==> src/rtl/arx_pkg.sv <==
package arx_pkg;
  localparam int SMP_W = 24;
  localparam int RAW_W = 32;

  typedef logic [SMP_W-1:0] smp_t;

  typedef struct packed {
    smp_t left;
    smp_t right;
  } frame_t;

  localparam logic [1:0] CLI_LEFT  = 2'd0;
  localparam logic [1:0] CLI_RIGHT = 2'd1;

  localparam logic [1:0] NAR_CH1 = 2'd1;
  localparam logic [1:0] NAR_AVG = 2'd2;
endpackage

==> src/rtl/arx_sample_conv.sv <==
module arx_sample_conv
  import arx_pkg::*;
(
  input  logic [RAW_W-1:0] raw_i,
  input  logic             w32_i,
  output smp_t             smp_o
);
  // 16-bit input is left-justified; 32-bit input keeps its top bits
  always_comb begin
    if (w32_i) smp_o = raw_i[RAW_W-1 -: SMP_W];
    else       smp_o = {raw_i[15:0], 8'h00};
  end
endmodule

==> src/rtl/arx_chan_adapt.sv <==
module arx_chan_adapt
  import arx_pkg::*;
(
  input  smp_t       s0_i,
  input  smp_t       s1_i,
  input  logic       in_ch2_i,
  input  logic [1:0] client_i,
  input  logic       widen_i,
  input  logic [1:0] narrow_i,
  output frame_t     frame_o
);
  logic signed [SMP_W:0] sum;
  smp_t avg, mono;

  always_comb begin
    sum  = $signed({s0_i[SMP_W-1], s0_i}) + $signed({s1_i[SMP_W-1], s1_i});
    avg  = sum[SMP_W:1];
    mono = s0_i;
    if (in_ch2_i) begin
      if (narrow_i == NAR_CH1)      mono = s1_i;
      else if (narrow_i == NAR_AVG) mono = avg;
    end
  end

  always_comb begin
    if (client_i == CLI_LEFT) begin
      frame_o = '{left: mono, right: '0};
    end else if (client_i == CLI_RIGHT) begin
      frame_o = '{left: '0, right: mono};
    end else if (in_ch2_i) begin
      frame_o = '{left: s0_i, right: s1_i};
    end else begin
      frame_o = '{left: s0_i, right: (widen_i ? s0_i : '0)};
    end
  end
endmodule

==> src/rtl/arx_frame_fifo.sv <==
module arx_frame_fifo
  import arx_pkg::*;
#(
  parameter  int DEPTH = 64,
  localparam int AW    = $clog2(DEPTH),
  localparam int CW    = AW + 1,
  localparam int TW    = AW
) (
  input  logic          clk_i,
  input  logic          rst_ni,
  input  logic          half_cap_i,
  input  logic          in_ch2_i,
  input  logic [TW-1:0] thresh_i,
  input  logic          wr_valid_i,
  output logic          wr_ready_o,
  input  frame_t        wr_frame_i,
  output logic          rd_valid_o,
  input  logic          rd_ready_i,
  output frame_t        rd_frame_o,
  output logic          req_o,
  output logic          ovf_o,
  output logic [CW-1:0] level_o
);
  frame_t        mem [DEPTH];
  logic [AW-1:0] wr_ptr, rd_ptr;
  logic [CW-1:0] level, cap;
  logic [TW-1:0] max_th, eff_th;
  logic          push, pop;

  assign cap        = half_cap_i ? CW'(DEPTH / 2) : CW'(DEPTH);
  assign wr_ready_o = level < cap;
  assign rd_valid_o = level != '0;
  assign push       = wr_valid_i && wr_ready_o;
  assign pop        = rd_valid_o && rd_ready_i;
  assign rd_frame_o = mem[rd_ptr];
  assign level_o    = level;

  // threshold ceiling follows the input channel count
  assign max_th = in_ch2_i ? TW'(DEPTH / 2 - 1) : TW'(DEPTH - 1);
  assign eff_th = (thresh_i > max_th) ? max_th : thresh_i;
  assign req_o  = level > {1'b0, eff_th};

  always_ff @(posedge clk_i) begin
    if (push) mem[wr_ptr] <= wr_frame_i;
  end

  always_ff @(posedge clk_i or negedge rst_ni) begin
    if (!rst_ni) begin
      wr_ptr <= '0;
      rd_ptr <= '0;
      level  <= '0;
      ovf_o  <= 1'b0;
    end else begin
      if (push) wr_ptr <= wr_ptr + 1'b1;
      if (pop)  rd_ptr <= rd_ptr + 1'b1;
      level <= level + CW'(push) - CW'(pop);
      if (wr_valid_i && !wr_ready_o) ovf_o <= 1'b1;
    end
  end
endmodule

==> src/rtl/arx_adapt_fifo.sv <==
module arx_adapt_fifo
  import arx_pkg::*;
#(
  parameter  int DEPTH = 64,
  localparam int TW    = $clog2(DEPTH),
  localparam int CW    = TW + 1
) (
  input  logic          clk_i,
  input  logic          rst_ni,
  input  logic          cfg_in_ch2_i,
  input  logic          cfg_in_w32_i,
  input  logic [1:0]    cfg_client_i,
  input  logic          cfg_widen_i,
  input  logic [1:0]    cfg_narrow_i,
  input  logic [TW-1:0] cfg_thresh_i,
  input  logic          in_valid_i,
  output logic          in_ready_o,
  input  logic [31:0]   in_ch0_i,
  input  logic [31:0]   in_ch1_i,
  output logic          out_valid_o,
  input  logic          out_ready_i,
  output logic [23:0]   out_left_o,
  output logic [23:0]   out_right_o,
  output logic          req_o,
  output logic          ovf_o
);
  smp_t          smp [2];
  logic [31:0]   raw [2];
  frame_t        wr_frame, rd_frame;
  logic [CW-1:0] fill_cnt;

  assign raw[0] = in_ch0_i;
  assign raw[1] = in_ch1_i;

  for (genvar g = 0; g < 2; g++) begin : g_conv
    arx_sample_conv u_conv (
      .raw_i (raw[g]),
      .w32_i (cfg_in_w32_i),
      .smp_o (smp[g])
    );
  end

  arx_chan_adapt u_adapt (
    .s0_i     (smp[0]),
    .s1_i     (smp[1]),
    .in_ch2_i (cfg_in_ch2_i),
    .client_i (cfg_client_i),
    .widen_i  (cfg_widen_i),
    .narrow_i (cfg_narrow_i),
    .frame_o  (wr_frame)
  );

  arx_frame_fifo #(.DEPTH(DEPTH)) u_fifo (
    .clk_i      (clk_i),
    .rst_ni     (rst_ni),
    .half_cap_i (cfg_client_i[1]),
    .in_ch2_i   (cfg_in_ch2_i),
    .thresh_i   (cfg_thresh_i),
    .wr_valid_i (in_valid_i),
    .wr_ready_o (in_ready_o),
    .wr_frame_i (wr_frame),
    .rd_valid_o (out_valid_o),
    .rd_ready_i (out_ready_i),
    .rd_frame_o (rd_frame),
    .req_o      (req_o),
    .ovf_o      (ovf_o),
    .level_o    (fill_cnt)
  );

  assign out_left_o  = rd_frame.left;
  assign out_right_o = rd_frame.right;
endmodule

==> config.mk <==
export PLATFORM = sky130hd
export DESIGN_NAME = arx_adapt_fifo
export DESIGN_NICKNAME = d
export VERILOG_FILES = /design/src/rtl/arx_pkg.sv /design/src/rtl/arx_sample_conv.sv /design/src/rtl/arx_chan_adapt.sv /design/src/rtl/arx_frame_fifo.sv /design/src/rtl/arx_adapt_fifo.sv
export SDC_FILE = /design/constraint.sdc
export NUM_CORES = 2
export LEC_CHECK = 0
export ABC_AREA = 1
export BUFFER_PORTS_ARGS = -buffer_cell sky130_fd_sc_hd__buf_2
export CORE_ASPECT_RATIO = 1.25
export CORE_MARGIN = 2
export CORE_UTILIZATION = 35
export CTS_CLUSTER_DIAMETER = 50
export DETAILED_ROUTE_END_ITERATION = 8
export PLACE_DENSITY = 0.48
export SYNTH_ARGS = -nofsm -noshare
export SYNTH_HDL_FRONTEND = slang
export SYNTH_SLANG_ARGS = --single-unit
==> constraint.sdc <==
create_clock -name clk_i -period 6.4 [get_ports clk_i]
set_input_delay 1.92 -clock clk_i [delete_from_list [all_inputs] [get_ports clk_i]]
set_output_delay 1.92 -clock clk_i [all_outputs]
set_load 0.1 [all_outputs]
# Yosys cells after proc, flatten, opt, wreduce, memory -nomap -nowiden
# Memory sizes are Yosys's and may differ from the RTL's.
# Index checks and enable logic that the tools add are counted.
# word_totals
register_bits,20
n_memories,1
ram_bits,3072
elab_cells,36
# memory_table
memory,depth,width,read_ports,rd_clocked_by_memory_dff,wr,line,rtl
u_fifo.mem,64,48,1,0,1,arx_frame_fifo.sv:24,frame_t mem [DEPTH];
# classes
order_cmp,3
n_mux,14
n_eq_ne,3
reduce_logical,6
add_sub_neg,5
# op_table
cell,count
two-way mux 24 bit,7
two-way mux 48 bit,2
adder 24 x 24 -> 25 bit,1
adder 6 x 1 -> 6 bit (second input constant),2
two-way mux 6 bit,2
adder 7 x 1 -> 7 bit,1
greater-than comparator 7 x 6 -> 1 bit,1
< comparator 7 bit,1
two-way mux 7 bit,1
nonzero test 7 bit,1
subtractor 7 x 1 -> 7 bit,1
greater-than comparator 6 bit,1
== test 2 x 1 -> 1 bit (second input constant),2
logical AND 1 bit,3
== test 2 bit (second input constant),1
logical NOT 2 bit,1
two-way mux 1 bit,2
logical NOT 1 bit,1

# Logic depth before layout (Yosys ltp)
# logic_depth
depth_word,7
mapped_depth,20
ltp_nobuf,19

# Modules after synthesis
# Synthesis repeated with hierarchy kept, for this count alone.
# hier_totals
cells_unflattened,12312
area_unflattened_um2,131369.7
# by_module_without_submodules
module,cells_each,n_inst,seq_area_each_um2,area_per_inst_um2
arx_frame_fifo,11481,1,92749.0,127377.2
arx_chan_adapt,693,1,0.0,3321.9
arx_sample_conv,69,2,0.0,335.3

# Worst setup path after synthesis
# Ideal clock, no wire load.
# synth_path
path_kind,input port to flip-flop
startpoint,input port cfg_client_i[1]
endpoint,"memory u_fifo.mem[7][0] (netlist bit), enable pin"
arrival_time_ns,7.909
setup_time_ns,0.574
setup_slack_ns,-2.083
stages,9
cell_sequence,buf_2 -> inv_2 -> o21ai_0 -> nand2_1 -> inv_2 -> nand2_1 -> inv_2 -> nand4_2 -> nor4_1
# synth_between
elab_chain_len,5
# synth_rtl
element,line,rtl
start: declaration,arx_adapt_fifo.sv:12,"input logic [1:0] cfg_client_i,"
two-way mux 7 bit,arx_frame_fifo.sv:30,assign cap = half_cap_i ? CW'(DEPTH / 2) : CW'(DEPTH);
< comparator 7 bit,arx_frame_fifo.sv:31,assign wr_ready_o = level < cap;
named net in_ready_o,arx_adapt_fifo.sv:17,"output logic in_ready_o,"
logical AND 1 bit,arx_frame_fifo.sv:33,assign push = wr_valid_i && wr_ready_o;
named net u_fifo.push,arx_frame_fifo.sv:28,"logic push, pop;"
two-way mux 1 bit,arx_frame_fifo.sv:44,if (push) mem[wr_ptr] <= wr_frame_i;
two-way mux 1 bit (not written as such),arx_frame_fifo.sv:44,
end: declaration,arx_frame_fifo.sv:24,
# The timed path passes the listed nets, and every way through them passes these cells.

# Worst setup path in the final report
# layout_path
startpoint,register u_fifo.rd_ptr[0]
endpoint,output port out_right_o[9]
# layout_between
elab_chain_len,1
# layout_rtl
element,line,rtl
start: declaration,arx_frame_fifo.sv:25,"logic [AW-1:0] wr_ptr, rd_ptr;"
start signal: assignment,arx_frame_fifo.sv:55,if (pop) rd_ptr <= rd_ptr + 1'b1;
memory (64 x 48 bit),--,
end: declaration,arx_adapt_fifo.sv:23,"output logic [23:0] out_right_o,"
# Every way passes these cells.

==> metrics list <==
- Status: completed
- CTS tree: built
* Share of layout cells above drive strength 1: 11.5%
- During I/O placement, the number of pins put on the boundary was 133.
- Counting distinct cell types in the post-synthesis netlist gives 48.
- Mapped cell area: 124000 um2
* Max-slew violation count: 0
- Clock root buffer: sky130_fd_sc_hd__clkbuf_16
- Data on the critical path arrives at its endpoint at 4.40 ns.
- Starting density of the core: 35.1%
- Critical path data required time: 4.48 ns
* Iteration-0 DRC Markers: 9100
- The H-tree was split into 5 levels.
* Vias in the first global route: 80700
- Via density: 5.76
- Max Cap Violations: 0
- Share of the synthesized netlist area taken by xor and xnor gates: 0.113%
- Synthesized-area fraction occupied by ao, oa, aoi and oai cells: 12.5%
- In the final routed layout, each cell accounts on average for 30.9 um.
- Number of warnings printed during yosys synthesis: 0
* Area fraction in and, or, nand and nor cells after synthesis: 9.34%
- Portion of synthesized cell area occupied by the leading cell type: 74.6%
- The total overflow left after global routing is 0.
- Setup repair after global routing could not meet its margin everywhere.
* Final weighted congestion of routability-driven global placement: 0.926
* Skew-Pair Late Insertion Delay: 0.89 ns
- After synthesis the netlist holds a flip-flop and latch count of 3092.
- The placed instances occupy a cell area of 133000 um2.
- Type of element launching the critical path: flop
* Worst-Margin Slew: 1.25 ns
* Maximum ir drop on the vdd rail: 648 uV
- Buffers added to address setup during post-CTS repair amount to 0.
- Cell types occupying the most area after synthesis: sky130_fd_sc_hd__edfxtp_1, sky130_fd_sc_hd__o21ai_0, sky130_fd_sc_hd__nor2_1, sky130_fd_sc_hd__o22ai_1, sky130_fd_sc_hd__o221ai_1
- Pleak: 46.0 nW
- Counting every net in the synthesized netlist gives 9572.
- The number of hold-slack violations in the final timing report came to 0.
* Number of standard-cell rows in the floorplan: 244
* Maximum number of pins on one net before global-route repair: 203
- Syn-to-layout area delta: 16.0%
* Avg Cell Area, Syn: 13.1 um2
- Final setup viols: 0
* Max FO, Critical Path: 76
- In the final design database the tool counted 9702 nets.
- From left edge to right edge, the die measures 536 um.
- Clock sink count: 3092
- Share of synthesized area occupied by flip-flops and latches: 75.0%
* Main combinational cell family by area after synthesis: compound AO/OA/AOI/OAI gates
* Post-DP HPWL: 235 mm
* Worst Setup End Kind: primary output
- Final Skew: 0.0376 ns
- Ratio of final minimum period to clock period: 98.8%
* Overall Global Routing Usage: 24.4%
* DR DRC count: 0
- The worst setup path is of the flop to primary output kind.
- The total area inside the core boundary comes to 353000 um2.
- Count of mapped cells out of synthesis: 9453
- First-pass GRT wire length: 623 mm
- 1st-pass router iterations: 5
* Number of buffers between clock root and the deepest sink: 4
- # placed instances: 13900
- The number of clock buffers added by TritonCTS is 331.
- Leaving out filler cells and counting taps, the final layout contains 14500.
- Based on the critical path, the design can be clocked at up to 0.158 GHz.
- Final antenna-violating net count: 0
- Mux share of post-synthesis cell area: 0%
- Most area-hungry cell type in the Yosys netlist: sky130_fd_sc_hd__edfxtp_1
* Setup tns final: 0 ns
- Die Footprint: 358000 um2
- Adder and majority gate portion of the synthesized area: 0.390%
* Post-layout min period: 6.32 ns
* Pwr/cell area: 469 nW/um2
* Initial antenna violation count: 5
- Class of the worst hold path: flop to flop
- For this block, the routed nets add up to 448 mm of wire.
* Total of buffers placed on input and output ports: 132
* Routed via count: 83600
* Overall die height: 669 um
* Final Cell Area: 144000 um2
* Tightest slew margin relative to the limit: 16.6%
* Clock-pin slew on the worst setup and hold paths: 0.06 ns
==> what timing repair did <==
action,4_1_cts,5_1_grt
resized for setup,0,2
hold buffers,0,0
setup endpoints to repair,0,7
==> where the power goes <==
group / leakage [nW] / internal (W) / switching [W] / total (W)
Clock: 5.09 / 0.0108 / 0.00811 / 0.0189
Combinational: 12.7 / 0.00687 / 0.0183 / 0.0251
Sequential: 28.2 / 0.0230 / 0.000304 / 0.0233
Total: 46.0 / 0.0407 / 0.0267 / 0.0673
==> synthesized netlist by cell type (all sizes together) <==
cell and number:
edfxtp 3072, nor2 1671, o21ai 1589, nand2 677
o22ai 480, clkbuf 470, nand3 369, o221ai 301
buf 209, a21oi 152, inv 111, nand4 93
o211ai 86, ha 37, a31oi 35, dfrtp 20
a22o 14, xor2 13, or2 11, nor3 10
clkinv 6, a211oi 4, nand3b 4, o211a 3
o21bai 3, xnor2 3, nor4 2, o21a 2
a21o 1, a221oi 1, fa 1, nor3b 1
o311ai 1, o32ai 1
==> critical path, stage by stage, from the launching register on <==
cell and delay, ns:
sky130_fd_sc_hd__dfrtp_4 0.70, sky130_fd_sc_hd__inv_8 0.61, sky130_fd_sc_hd__buf_12 0.31, sky130_fd_sc_hd__buf_12 0.25, sky130_fd_sc_hd__buf_4 0.30, sky130_fd_sc_hd__o21ai_0 0.13
sky130_fd_sc_hd__o221ai_1 0.17, sky130_fd_sc_hd__o211ai_1 0.17, sky130_fd_sc_hd__nand4_1 0.15, sky130_fd_sc_hd__nand3_1 0.08, sky130_fd_sc_hd__nand2_1 0.21, sky130_fd_sc_hd__buf_12 0.21
==> state kept, by name, indices dropped and copies added (netlist names) <==
register and cells:
u_fifo.wr_ptr 6, u_fifo.mem 3072, u_fifo.ovf_o 1, u_fifo.level_o 7, u_fifo.rd_ptr 6
==> placed cells by master (no fill, tap or decap), types with 14 or more instances in the layout <==
| cell | synthesis | final |
|---|---|---|
| sky130_fd_sc_hd__a21oi_1 | 150 | 148 |
| sky130_fd_sc_hd__buf_4 | 13 | 219 |
| sky130_fd_sc_hd__o211ai_1 | 86 | 86 |
| sky130_fd_sc_hd__inv_6 | 0 | 20 |
| sky130_fd_sc_hd__nand4_1 | 92 | 92 |
| sky130_fd_sc_hd__a22o_1 | 14 | 14 |
| sky130_fd_sc_hd__a31oi_1 | 35 | 34 |
| sky130_fd_sc_hd__buf_2 | 168 | 84 |
| sky130_fd_sc_hd__o221ai_1 | 301 | 301 |
| sky130_fd_sc_hd__o22ai_1 | 480 | 474 |
| sky130_fd_sc_hd__nand2_2 | 24 | 45 |
| sky130_fd_sc_hd__nor2_1 | 1661 | 1596 |
| sky130_fd_sc_hd__buf_12 | 0 | 172 |
| sky130_fd_sc_hd__dfrtp_1 | 20 | 15 |
| sky130_fd_sc_hd__clkbuf_1 | 470 | 55 |
| sky130_fd_sc_hd__clkinv_1 | 6 | 74 |
| sky130_fd_sc_hd__ha_1 | 37 | 37 |
| sky130_fd_sc_hd__nand2_1 | 649 | 628 |
| sky130_fd_sc_hd__nand3_1 | 368 | 368 |
| sky130_fd_sc_hd__clkinv_2 | 0 | 48 |
| sky130_fd_sc_hd__inv_1 | 99 | 96 |
| sky130_fd_sc_hd__clkbuf_16 | 0 | 336 |
| sky130_fd_sc_hd__edfxtp_1 | 3072 | 3072 |
| sky130_fd_sc_hd__clkinvlp_4 | 0 | 16 |
| sky130_fd_sc_hd__o21ai_0 | 1585 | 1576 |
| sky130_fd_sc_hd__bufinv_16 | 0 | 27 |
| sky130_fd_sc_hd__nor2_4 | 2 | 65 |
==> layer usage <==
layer,global-route usage [%],up-vias,wire length (um)
met5,0,-,13
met4,7.96,2,15500
met2,41.5,3379,219000
met3,2.90,750,28400
met1,32.4,43500,185000
li1,-,35900,-
==> metrics by stage <==
step / hold slack [ns] / power (W) / setup slack (ns) / util [%]
6_report: 0.504 / 0.0673 / 0.0768 / 40.7
5_1_grt: 0.532 / 0.0701 / -0.0623 / 40.7
4_1_cts: 0.518 / 0.0677 / 0.0746 / 40.7
3_5_place_dp: 0.504 / 0.0489 / 0.124 / 37.7
3_3_place_gp: 0.504 / 0.0487 / -0.00867 / 37.7
2_1_floorplan: 0.574 / 0.0387 / 0.0491 / -
==> final timing paths <==
check                                                    end  slack, ns  cells after the start                    startpoint
worst max register to register   u_fifo.mem[50][4]$_DFFE_PP_       2.59                      9   u_fifo.level_o[6]$_DFF_PN0_
worst max-delay path                          out_right_o[9]       0.08                     11  u_fifo.rd_ptr[0]$_DFFE_PN0P_
worst min-delay path                u_fifo.ovf_o$_DFFE_PN0P_       0.50                      1      u_fifo.ovf_o$_DFFE_PN0P_
worst min register to register      u_fifo.ovf_o$_DFFE_PN0P_       0.50                      1      u_fifo.ovf_o$_DFFE_PN0P_
min in group asynchronous        u_fifo.level_o[2]$_DFF_PN0_       1.05                      1                        rst_ni
max in group asynchronous       u_fifo.rd_ptr[1]$_DFFE_PN0P_       4.84                      1                        rst_ni
==> cells by family (layout without fill, tap and decap cells) <==
family,after synthesis,in the layout
compound gates,2673,2673
other cells,0,2
fa+ha+maj,38,38
buf+inv,796,1185
xor+xnor,16,16
simple gates,2838,2838
flops,3092,3092
==> final cells by class <==
cell class,instances,area (um2)
fillers,32800,209000
flip-flops and latches,3092,92800
multi-input cells,5565,28500
clock buffers,391,8610
well taps,4674,5850
repair buffers,476,5520
clock inverters,201,1850
inverters,117,482
diodes,2,5.00
(Power assumes the default switching activity.)
